[src/rtl/sdl_seq_pkg.sv]
`timescale 1ns/1ps
package sdl_seq_pkg;

  typedef enum logic [3:0] {
    ST_IDLE,
    ST_PCK,
    ST_SETTLE,
    ST_REQ,
    ST_LOCK,
    ST_RDONE,
    ST_UP,
    ST_DN_PCK,
    ST_DN_RST,
    ST_EU_LCD,
    ST_EU_RST,
    ST_EU_PCK
  } seq_state_e;

  localparam int PAIR_W = 2;
  localparam int PDIV_W = 5;
  localparam int BW_W   = 2;
  localparam int FSEL_W = 4;
  localparam int N_W    = 6;
  localparam int M_W    = 10;

  localparam logic [PDIV_W-1:0] PDIV_VAL = 5'h0F;
  localparam logic [BW_W-1:0]   BW_VAL   = 2'd2;
  localparam logic [FSEL_W-1:0] FSEL_VAL = 4'd7;
  localparam logic [N_W-1:0]    N_VAL    = 6'h0B;
  localparam logic [M_W-1:0]    M_VAL    = 10'h0B4;

  // a wait of n evaluation cycles loads n-1 into the down-counter
  function automatic int wait_load(input int n);
    return (n > 0) ? n - 1 : 0;
  endfunction

  function automatic logic pairs_ok(input logic [2:0] c);
    return (c >= 3'd1) && (c <= 3'd3);
  endfunction

  function automatic logic [PAIR_W-1:0] pairs_code(input logic [2:0] c);
    logic [2:0] m;
    m = c - 3'd1;
    return m[PAIR_W-1:0];
  endfunction

endpackage

[src/rtl/sdl_seq_timer.sv]
`timescale 1ns/1ps
module sdl_seq_timer #(
  parameter int CW = 8
) (
  input  logic          clk,
  input  logic          rst_n,
  input  logic          load,
  input  logic [CW-1:0] load_val,
  output logic          expired
);

  logic [CW-1:0] cnt;

  always_ff @(posedge clk or negedge rst_n) begin
    if (!rst_n)          cnt <= '0;
    else if (load)       cnt <= load_val;
    else if (cnt != '0)  cnt <= cnt - 1'b1;
  end

  assign expired = (cnt == '0);


  tmr_step_chk: assert property (@(posedge clk) disable iff (!rst_n)
    (!load && cnt != '0) |=> (cnt == $past(cnt) - 1'b1));

endmodule

[src/rtl/sdl_seq_cfg.sv]
`timescale 1ns/1ps
module sdl_seq_cfg
  import sdl_seq_pkg::*;
(
  input  logic              clk,
  input  logic              rst_n,
  input  logic              load,
  input  logic [2:0]        pairs,
  output logic [PAIR_W-1:0] pair_sel,
  output logic [PDIV_W-1:0] pix_div,
  output logic [BW_W-1:0]   bw_sel,
  output logic [FSEL_W-1:0] freq_sel,
  output logic [N_W-1:0]    pll_n,
  output logic [M_W-1:0]    pll_m,
  output logic              bad
);

  logic accept;
  assign accept = load && pairs_ok(pairs);

  always_ff @(posedge clk or negedge rst_n) begin
    if (!rst_n) begin
      pair_sel <= '0;
      pix_div  <= '0;
      bw_sel   <= '0;
      freq_sel <= '0;
      pll_n    <= '0;
      pll_m    <= '0;
      bad      <= 1'b0;
    end else begin
      bad <= load && !accept;
      if (accept) begin
        pair_sel <= pairs_code(pairs);
        pix_div  <= PDIV_VAL;
        bw_sel   <= BW_VAL;
        freq_sel <= FSEL_VAL;
        pll_n    <= N_VAL;
        pll_m    <= M_VAL;
      end
    end
  end


  bad_keeps_cfg_chk: assert property (@(posedge clk) disable iff (!rst_n)
    bad |-> ($stable(pair_sel) && $stable(pix_div) && $stable(pll_m) && $stable(pll_n)));

endmodule

[src/rtl/sdl_pll_seq.sv]
`timescale 1ns/1ps
module sdl_pll_seq
  import sdl_seq_pkg::*;
#(
  parameter int TIMEOUT_CYC = 50000000,
  parameter int SETTLE_CYC  = 2
) (
  input  logic        clk,
  input  logic        rst_n,
  input  logic        start,
  input  logic        stop,
  input  logic        st_req_pend,
  input  logic        st_locked,
  input  logic        st_rst_done,
  input  logic        cfg_load,
  input  logic [2:0]  cfg_pairs,
  output logic        pck_free_en,
  output logic        pll_sys_rst,
  output logic        pll_go,
  output logic        lcd_en,
  output logic        done,
  output logic        err,
  output logic        res_ok,
  output logic        res_err,
  output logic        cfg_bad,
  output logic [1:0]  cfg_pair_sel,
  output logic [4:0]  cfg_pix_div,
  output logic [1:0]  cfg_bw_sel,
  output logic [3:0]  cfg_freq_sel,
  output logic [5:0]  cfg_pll_n,
  output logic [9:0]  cfg_pll_m
);

  localparam int MAXC = (TIMEOUT_CYC > SETTLE_CYC) ? TIMEOUT_CYC : SETTLE_CYC;
  localparam int CW   = $clog2(MAXC + 1);
  localparam logic [CW-1:0] WAIT_LD   = CW'(wait_load(TIMEOUT_CYC));
  localparam logic [CW-1:0] SETTLE_LD = CW'(wait_load(SETTLE_CYC));

  seq_state_e state;

  // named events shared by the FSM and the assertions
  logic tmr_exp, tmr_load;
  logic [CW-1:0] tmr_val;
  logic settle_end, req_ack, lock_seen, rdone_seen, wait_tmo;

  assign settle_end = (state == ST_SETTLE) && tmr_exp;
  assign req_ack    = (state == ST_REQ)   && !st_req_pend;
  assign lock_seen  = (state == ST_LOCK)  && st_locked;
  assign rdone_seen = (state == ST_RDONE) && st_rst_done;
  assign wait_tmo   = tmr_exp &&
                      (((state == ST_REQ)   && !req_ack)   ||
                       ((state == ST_LOCK)  && !lock_seen) ||
                       ((state == ST_RDONE) && !rdone_seen));

  always_comb begin
    tmr_load = 1'b0;
    tmr_val  = WAIT_LD;
    if (state == ST_PCK) begin
      tmr_load = 1'b1;
      tmr_val  = SETTLE_LD;
    end else if (settle_end || req_ack || lock_seen) begin
      tmr_load = 1'b1;
    end
  end

  sdl_seq_timer #(.CW(CW)) u_timer (
    .clk      (clk),
    .rst_n    (rst_n),
    .load     (tmr_load),
    .load_val (tmr_val),
    .expired  (tmr_exp)
  );

  sdl_seq_cfg u_cfg (
    .clk      (clk),
    .rst_n    (rst_n),
    .load     (cfg_load),
    .pairs    (cfg_pairs),
    .pair_sel (cfg_pair_sel),
    .pix_div  (cfg_pix_div),
    .bw_sel   (cfg_bw_sel),
    .freq_sel (cfg_freq_sel),
    .pll_n    (cfg_pll_n),
    .pll_m    (cfg_pll_m),
    .bad      (cfg_bad)
  );

  always_ff @(posedge clk or negedge rst_n) begin
    if (!rst_n) begin
      state       <= ST_IDLE;
      pck_free_en <= 1'b0;
      pll_sys_rst <= 1'b0;
      pll_go      <= 1'b0;
      lcd_en      <= 1'b0;
      done        <= 1'b0;
      err         <= 1'b0;
      res_ok      <= 1'b0;
      res_err     <= 1'b0;
    end else begin
      done <= 1'b0;
      err  <= 1'b0;
      unique case (state)
        ST_IDLE: if (start) begin
          pck_free_en <= 1'b1;
          state       <= ST_PCK;
        end
        ST_PCK: begin
          pll_sys_rst <= 1'b1;
          state       <= ST_SETTLE;
        end
        ST_SETTLE: if (settle_end) begin
          pll_go <= 1'b1;
          state  <= ST_REQ;
        end
        ST_REQ: if (req_ack) begin
          pll_go <= 1'b0;
          state  <= ST_LOCK;
        end else if (wait_tmo) begin
          state <= ST_EU_RST;
        end
        ST_LOCK: if (lock_seen) begin
          lcd_en <= 1'b1;
          state  <= ST_RDONE;
        end else if (wait_tmo) begin
          state <= ST_EU_RST;
        end
        ST_RDONE: if (rdone_seen) begin
          done    <= 1'b1;
          res_ok  <= 1'b1;
          res_err <= 1'b0;
          state   <= ST_UP;
        end else if (wait_tmo) begin
          state <= ST_EU_LCD;
        end
        ST_UP: if (stop) begin
          lcd_en <= 1'b0;
          state  <= ST_DN_PCK;
        end
        ST_DN_PCK: begin
          pck_free_en <= 1'b0;
          state       <= ST_DN_RST;
        end
        ST_DN_RST: begin
          pll_sys_rst <= 1'b0;
          state       <= ST_IDLE;
        end
        ST_EU_LCD: begin
          lcd_en <= 1'b0;
          state  <= ST_EU_RST;
        end
        ST_EU_RST: begin
          pll_sys_rst <= 1'b0;
          pll_go      <= 1'b0;
          state       <= ST_EU_PCK;
        end
        ST_EU_PCK: begin
          pck_free_en <= 1'b0;
          err         <= 1'b1;
          res_ok      <= 1'b0;
          res_err     <= 1'b1;
          state       <= ST_IDLE;
        end
        default: state <= ST_IDLE;
      endcase
    end
  end


  go_needs_rst_chk: assert property (@(posedge clk) disable iff (!rst_n)
    pll_go |-> (pll_sys_rst && pck_free_en));


  go_drop_chk: assert property (@(posedge clk) disable iff (!rst_n)
    ($fell(pll_go) && pll_sys_rst) |-> !$past(st_req_pend));


  lcd_rise_chk: assert property (@(posedge clk) disable iff (!rst_n)
    $rose(lcd_en) |-> ($past(st_locked) && !pll_go));


  done_cause_chk: assert property (@(posedge clk) disable iff (!rst_n)
    done |-> ($past(st_rst_done) && lcd_en && res_ok));


  lcd_needs_pck_chk: assert property (@(posedge clk) disable iff (!rst_n)
    lcd_en |-> (pck_free_en && pll_sys_rst));


  done_pulse_chk: assert property (@(posedge clk) disable iff (!rst_n)
    done |=> !done);


  err_pulse_chk: assert property (@(posedge clk) disable iff (!rst_n)
    err |=> (!err && !res_ok && res_err));

endmodule

[config.mk]
export PLATFORM = sky130hd
export DESIGN_NAME = sdl_pll_seq
export DESIGN_NICKNAME = d
export VERILOG_FILES = /design/src/rtl/sdl_seq_pkg.sv /design/src/rtl/sdl_seq_timer.sv /design/src/rtl/sdl_seq_cfg.sv /design/src/rtl/sdl_pll_seq.sv
export SDC_FILE = /design/constraint.sdc
export NUM_CORES = 1
export LEC_CHECK = 0
export ABC_AREA = 1
export BUFFER_PORTS_ARGS = -buffer_cell sky130_fd_sc_hd__buf_2
export CAP_MARGIN = 20
export CORE_MARGIN = 2
export CORE_UTILIZATION = 55
export DETAILED_ROUTE_END_ITERATION = 8
export GPL_TIMING_DRIVEN = 0
export PLACE_DENSITY = 0.78
export RECOVER_POWER = 100
export SLEW_MARGIN = 20
export SYNTH_ARGS = -nofsm -noshare
export SYNTH_HDL_FRONTEND = slang
export SYNTH_SLANG_ARGS = --single-unit
[constraint.sdc]
create_clock -name clk -period 4.9 [get_ports clk]
set_input_delay 1.47 -clock clk [delete_from_list [all_inputs] [get_ports clk]]
set_output_delay 1.47 -clock clk [all_outputs]
set_load 0.01 [all_outputs]
# Yosys cells after proc, flatten, opt, wreduce, memory -nomap -nowiden
# Index checks and enable logic that the tools add are counted.
# Widths: inputs -> output; s select.
dict set report word_totals {
  wordCells 103
  reg_bits 44
  out_inout_bits 38
  in_bits 11
}
dict set report op_classes {
  mux 30
  n_reduce_logical 36
  order_cmp 2
  eq_ne 18
  add_sub_neg 2
}
# operator count
set ops {}
lappend ops {{$mux 26} 3}
lappend ops {{$pmux 4 s10} 1}
lappend ops {{$mux 4} 8}
lappend ops {{$logic_not 26->1} 1}
lappend ops {{$reduce_bool 26->1} 1}
lappend ops {{$sub 26x1->26 const B} 1}
lappend ops {{$eq 4x3->1 const B} 4}
lappend ops {{$eq 4x4->1 const B} 4}
lappend ops {{$mux 1} 12}
lappend ops {{$ne 2x2->1 const B} 6}
lappend ops {{$logic_and 1x1->1} 11}
lappend ops {{$eq 4x2->1 const B} 2}
lappend ops {{$pmux 1 s2} 4}
lappend ops {{$reduce_bool 2->1} 4}
lappend ops {{$pmux 1 s3} 2}
lappend ops {{$reduce_and 3->1} 2}
lappend ops {{$reduce_bool 3->1} 2}
lappend ops {{$logic_not 1->1} 5}
lappend ops {{$eq 4x1->1 const B} 1}
lappend ops {{$logic_not 4->1} 1}
lappend ops {{$logic_or 1x1->1} 4}
lappend ops {{$reduce_and 2->1} 2}
lappend ops {{$reduce_and 4->1} 1}
lappend ops {{$reduce_or 2->1} 2}
lappend ops {{other kinds (4)} 4}

# Longest topological paths before layout
# Gate-level depths: netlist of the first run.
dict set report logic_depth {
  ltp_word 10
  ltp_mapped 11
  mapped_depth_nobuf 11
}

# By module
# Synthesis of the first run repeated with hierarchy kept, for this count alone.
dict set report unflattened {
  cells_unflattened 426
  hier_area_um2 3034.2
}
# module n_inst seq_area_each_um2 area_per_inst_um2 cells_per_inst
set modules_own_cells {}
lappend modules_own_cells {sdl_seq_timer 1 650.6 1928.1 277}
lappend modules_own_cells {sdl_pll_seq 1 300.3 703.2 100}
lappend modules_own_cells {sdl_seq_cfg 1 100.1 402.9 49}

# Worst setup path after synthesis of the first run
# No wires, ideal clock.
dict set report synth_path {
  path_type {input-to-reg}
  from {in st_req_pend}
  to {reg u_timer.cnt[13]}
  required_time_ns 4.764
  setup_slack_ns 2.481
  setup_ns 0.136
  arrival_time_ns 2.283
  stages 8
  n_path_buf 1
  cell_sequence {inv_1 nand2_1 nand2_2 nor2_8 nand2_8 nor2_4 buf_12 a21oi_2}
}
dict set report synth_via {
  elab_chain_len 7
  elab_cells_between_ends 8
  cone_classes {mux (3); reduce/logical (5)}
}
# element line
set synth_rtl {}
lappend synth_rtl {{start: declaration} sdl_pll_seq.sv:12} ;# input logic st_req_pend,
lappend synth_rtl {{$logic_not 1->1 *} sdl_pll_seq.sv:47} ;# assign req_ack = (state == ST_REQ) && !st_req_pend;
lappend synth_rtl {{$logic_and 1x1->1 *} sdl_pll_seq.sv:47}
lappend synth_rtl {{$logic_or 1x1->1 * (2 in a row)} sdl_pll_seq.sv:61} ;# end else if (settle_end || req_ack || lock_seen) begin
lappend synth_rtl {{$mux 1 *} sdl_pll_seq.sv:61}
lappend synth_rtl {{$mux 1 *} sdl_pll_seq.sv:58} ;# if (state == ST_PCK) begin
lappend synth_rtl {{$mux 26 / $reduce_bool 2->1 (equally long branches)} --}
lappend synth_rtl {{end signal: assignment} sdl_seq_timer.sv:16} ;# else if (load) cnt <= load_val;
lappend synth_rtl {{end signal: assignment} sdl_seq_timer.sv:17} ;# else if (cnt != '0) cnt <= cnt - 1'b1;
lappend synth_rtl {{end: declaration} sdl_seq_timer.sv:12} ;# logic [CW-1:0] cnt;
# Mark *: on every way between the ends. The rest lies on a longest branch, timed or not.
# A chain may end at the register's enable or synchronous reset.

# Worst setup path in the final report of the first run
dict set report layout_path {
  from {reg u_timer.cnt[0]}
  to {reg u_timer.cnt[15]}
}
dict set report layout_via {
  elab_chain_len 7
  elab_cells_between_ends 11
  cone_classes {add/sub (1); mux (4); reduce/logical (6)}
}
# element
set layout_rtl {}
lappend layout_rtl {{branches (longest 7 deep; another with $sub 26x1->26)}}
# Several ways; the timed one is not identified. The select of a mux whose other input is x is not followed.

==> results of run 1 <==
==> worst min-delay path by stage <==
stage                        end  slack, ps              start
5_1_grt        u_cfg.pair_sel[1]        520  u_cfg.pair_sel[1]
4_1_cts        u_cfg.pair_sel[1]        490  u_cfg.pair_sel[1]
6_report       u_cfg.pair_sel[1]        490  u_cfg.pair_sel[1]
3_5_place_dp   u_cfg.pair_sel[1]        470  u_cfg.pair_sel[1]
2_1_floorplan     u_timer.cnt[1]        470     u_timer.cnt[1]
3_3_place_gp             res_err        460            res_err
==> layout make-up <==
type	count	area, um2
fill	507	1880
multi-input combinational	287	1410
sequential	42	1050
buffer	27	215
timing repair buffer	36	161
inverter	42	158
tap	70	87.6
clock buffer	5	68.8
clock inverter	3	68.8
==> metal layers <==
layer,GRT usage [%],vias up
met3,4.59,13
met5,0,-
met1,28.6,1176
met2,40.4,64
met4,7.27,0
li1,-,1305
==> power groups by stage <==
stage	Clock, mW	Sequential [mW]	Combinational [mW]
after floorplan	0	0.588	0.744
after global placement	0	0.607	0.911
after detailed placement	0	0.612	0.937
after CTS	0.336	0.606	0.942
after global routing	0.351	0.624	0.985
final	0.329	0.608	0.860
==> cell families after synthesis <==
family                   after synthesis  share of synthesized area, %
AO/OA/AOI/OAI                         38                          7.66
buffers and inverters                 69                          12.8
XOR/XNOR                              12                          3.60
other                                  1                         0.128
adder cells (fa/ha/maj)                3                          1.28
flip-flops                            42                          36.0
AND/OR/NAND/NOR                      222                          38.6
==> flip-flops by register name, summed over array words and instances, names as in the netlist <==
register        flops
done                1
err                 1
lcd_en              1
pck_free_en         1
pll_go              1
pll_sys_rst         1
res_err             1
res_ok              1
state               4
u_cfg.bad           1
u_cfg.pair_sel      2
u_cfg.pix_div       1
u_timer.cnt        26
==> stage by stage <==
step | instances | hold slack [ps]
3_5_place_dp | 504 | 466
4_1_cts | 512 | 489
3_3_place_gp | 504 | 460
6_report | 512 | 491
5_1_grt | 512 | 519
2_1_floorplan | 398 | 471
==> layout by cell type (no fill, tap or decap), types with 7 or more instances in the layout <==
cell      instances
a21oi_1          18
buf_2            21
buf_4            12
clkbuf_1         15
clkbuf_4         14
conb_1           12
dfrtp_1          42
inv_1            41
nand2_1          97
nand3_1          22
nand4_1          10
nor2_1           61
nor2_2            7
o21ai_0          12
xor2_1            8
==> worst reg2reg max path, cell delays in order, from the launching register on <==
cell	delay [ps]
dfrtp_1	360
inv_1	120
ha_1	330
nand2_4	100
nor2_1	440
nand2_4	70
nor2_1	470
nand2_1	390
nand2_1	330
nor2_1	200
buf_12	190
a21oi_1	110
==> metrics.cfg, run 1 <==
[yosys]
async_flop_share_pct=100
yosys_register_bits=42
synth_area_leaders=dfrtp_1, nand2_1, buf_4, nor2_1, inv_1
ys_warn_count=0
synth_top_area_share_pct=36.0
ys_top_cells_by_count=nand2_1, nor2_1, dfrtp_1, inv_1, buf_4
syn_area_per_cell_um2=7.55
seq_area_frac_synth_pct=36.0
synth_edf_count=0
synth_top_flop_cell=dfrtp_1
netlist_instances=387
synth_cell_type_count=35
synthesis.area_um2=2920
synth_area_leader_cell=dfrtp_1
yosysMostFrequentCell=nand2_1

[critical_path]
cp_max_fo=10
critical_path.slowest_cell=nor2_1
path_cells=inv_1 -> ha_1 -> nand2_4 -> nor2_1 -> nand2_4 -> nor2_1 -> nand2_1 -> nand2_1 -> nor2_1 -> buf_12 -> a21oi_1
critical_path.reg2reg.startpoint=u_timer.cnt[0]
crit_type=reg2reg
slowest_delay_ps=470
timing.rr.end=u_timer.cnt[15]
cp.depth=11
rrSetupSlack_ps=1700
worstPathRequired_ps=5120
arrival_ps=3420
cp_top_family=simple AND/OR/NAND/NOR gates
timing.critical_path.to_type=flip-flop
cp-endpoint=u_timer.cnt[15]
worstSetupStartpoint=u_timer.cnt[0]
crit_path_frequent_cell=nor2_1
start_kind=flip-flop
r2r_cells=11
critical_path_buf_inv_count=2

[layout]
area_growth_pct=10.3
final_util_pct=63.1
diodes=0
layout-drive-gt1-share_pct=17.0
layout.nets=455
final_cell_area_um2=3220

[pwr]
power_frac_clock_pct=18.3
ir_worst_vdd_uv=260
switching_share_pct=45.2
power_frac_seq_pct=33.8
p_switching_uw=813
power_mw=1.80
pwr-share-comb_pct=47.8
intPower_uw=984
pwr_density_cell_nw_per_um2=558
leakage_nw=1.70

[sta]
fmax_mhz=313
hold_viol_final=0
rsz0062_at_grt=no
setup_viol=0
fin_crit_sh_pct=65.3
fin_tns_setup_ps=0
min_period_ps=3200
final-max-slew-violation-count=43
setup_ws_ps=1700
worstMarginPinSlew_ps=2270
finClkSkew_ps=4.36
relSlewSlack_pct=-51.3

[clocking]
cts.reportedPaths.clkPinSlew_ps=80
cts_sinks=42
cts_tree=built
hold_buffers=0
ctsResizeCount=0
cts-root-buf=clkbuf_8
worstSkewPairLatency_ps=300
cts_setup_buffers=0
htreeDepth=2
cts.path.max_buffers=2
cts_inserted_buffers=5

[run_status]
violations=capacitance limit, slew limit
outcome=finished, violations left

[route]
drtIter0Drc=148
wl_per_cell_um=12.3
wl_met3_um=276
viasPerCell=5.00
vias=2558
wl_um=6320
drc=0
wl_met1_um=2770
drt_pass1_iterations=4
antenna_left=0
dr_wl_met2_um=3140
highest-signal-layer=met4

[floorplanning]
dieArea_um2=5910
num_io_pins=49
die_w_um=76.9
core-area_um2=5110
die_h_um=76.9
initial_utilization_pct=57.2
rows=26

[placed_design]
routabilityCongestion=0.931
hpwl_um=4920
dpl_worst_slack_ps=2190
port_buffers=36
place_area_um2=3230

[flow_run]
maxCapViolCount=1

[grt]
antenna_found_initial=0
grt_pass1_wl_um=11100
overflow=0
grt_pass1_vias=2528
grt_max_degree=43
track_usage_pct=23.1

[hold_path]
min_path_cells=2
hp-class=reg2reg

Note: power is estimated with default switching activity, not from simulation.
==> run 2: changes to the inputs <==
CORE_UTILIZATION = 51   (was 55)
PLACE_DENSITY = 0.76   (was 0.78)
clock period = 2.6 ns   (was 4.9 ns; I/O delays follow)
==> run 2 against run 1 <==
The run now ends clean; worst hold slack lost 11 ps; non-clock buffer count is the same; routed wire length shrank 0.14%; via count shrank 1.2%; worst setup slack lost 1400 ps; cell count grew 0.39%; clock skew shrank 1.0 ps; critical path type unchanged; largest power group unchanged.
==> metrics.cfg, run 2 (same netlist as run 1, synthesis figures left out) <==
[clocking]
cts.path.max_buffers=2
cts-root-buf=clkbuf_8
cts_sinks=42
worstSkewPairLatency_ps=300
cts_tree=built
cts.reportedPaths.clkPinSlew_ps=80
cts_setup_buffers=0
hold_buffers=0
htreeDepth=2
cts_inserted_buffers=5
ctsResizeCount=0

[pwr]
switching_share_pct=47.7
intPower_mw=1.71
power_frac_seq_pct=34.9
leakage_nw=1.73
power_frac_clock_pct=13.6
p_switching_mw=1.56
pwr-share-comb_pct=51.5
ir_worst_vdd_uv=534
pwr_density_cell_nw_per_um2=1000

[grt]
grt_pass1_wl_um=10900
grt_max_degree=43
track_usage_pct=21.8
overflow=0
grt_pass1_vias=2386
antenna_found_initial=0

[layout]
largestRegisters=u_timer.cnt: 26 flops, state: 4 flops, u_cfg.pair_sel: 2 flops
mostFrequentLayoutCell=nand2_1
diodes=0
layout.nets=455
final_cell_mix=nand2_1, nor2_1, dfrtp_1
max_flop_register=u_timer.cnt
layout-drive-gt1-share_pct=19.5
final_util_pct=59.2
area_growth_pct=11.6
final_cell_area_um2=3260
largest_reg_flops=26

[run_status]
outcome=finished clean

[hold_path]
hold_start=res_err
min_path_cells=2
hp-class=reg2reg
holdPathEnd=res_err

[sta]
hold_slack_ps=480
worstMarginPinSlew_ps=1050
fin_crit_sh_pct=87.7
fmax_mhz=438
relSlewSlack_pct=30.0
fin_tns_setup_ps=0
setup_viol=0
rsz0062_at_grt=no
final-max-slew-violation-count=0
hold_viol_final=0
finClkSkew_ps=3.35
min_period_ps=2280

[floorplanning]
rows=27
die_h_um=79.7
num_io_pins=49
die_w_um=79.7
initial_utilization_pct=53.1
core-area_um2=5510
dieArea_um2=6350

[route]
wl_um=6310
viasPerCell=4.92
drt_pass1_iterations=4
drc=0
wl_per_cell_um=12.3
antenna_left=0
drtIter0Drc=192
vias=2527

[critical_path]
crit_type=reg2reg
start_kind=flip-flop
worstPathRequired_ps=2830
arrival_ps=2510
rrSetupSlack_ps=320
critical_path.reg2reg.startpoint=u_timer.cnt[0]
r2r_cells=11
timing.rr.end=u_timer.cnt[15]
timing.critical_path.to_type=flip-flop
cp_max_fo=10

[placed_design]
routabilityCongestion=0.921
hpwl_um=4900
place_area_um2=3230
port_buffers=36

[flow_run]
maxCapViolCount=0

run 2: power by group through the flow:
| stage | logic, mW | registers [mW] | clock network [mW] |
|---|---|---|---|
| global route | 1.95 | 1.17 | 0.484 |
| finish | 1.68 | 1.14 | 0.446 |
| global placement | 1.72 | 1.14 | 0 |
| detailed placement | 1.76 | 1.15 | 0 |
| CTS | 1.76 | 1.14 | 0.459 |
| floorplan | 1.40 | 1.11 | 0 |
run 2: worst max path at each step:
stage	depth (start not counted)	slack (ps)	to	startpoint
2_1_floorplan	11	820	u_timer.cnt[14]	u_timer.cnt[0]
3_3_place_gp	9	570	state[3]	u_timer.cnt[0]
3_5_place_dp	11	560	u_timer.cnt[23]	u_timer.cnt[0]
4_1_cts	11	530	u_timer.cnt[23]	u_timer.cnt[0]
5_1_grt	11	140	u_timer.cnt[15]	u_timer.cnt[0]
6_report	11	320	u_timer.cnt[15]	u_timer.cnt[0]
run 2: stage by stage:
| step | std cells | setup WS (ps) | total power, mW |
|---|---|---|---|
| floorplan | 398 | 824 | 2.51 |
| global placement | 506 | 569 | 2.86 |
| detailed placement | 506 | 558 | 2.91 |
| CTS | 514 | 530 | 3.36 |
| global route | 514 | 139 | 3.60 |
| finish | 514 | 319 | 3.27 |
run 2: cell type report:
type,count,area [um2]
repair buffers,36,164
well taps,72,90.1
fillers,560,2240
multi-input cells,287,1490
flip-flops and latches,42,1050
clock inverters,2,12.5
inverters,42,158
plain buffers,27,215
clock buffers,6,82.6
run 2: critical path, stage by stage, from the launching register on:
cell and delay, ps:
dfrtp_1 360, inv_1 130, ha_1 270, nand2_1 220, nor2_8 200, nand2_1 170
nor2_8 250, nand2_8 120, nand2_8 100, nor2_2 90, buf_12 170, a21oi_1 110
run 2: routing by layer:
layer	wire length [um]	share of wire [%]	track usage [%]	vias up
met5	0	0	0	-
met1	2900	46	28.6	1162
met4	60	0.95	4.83	0
li1	-	-	-	1299
met2	3070	49	37.5	58
met3	277	4.4	3.96	8
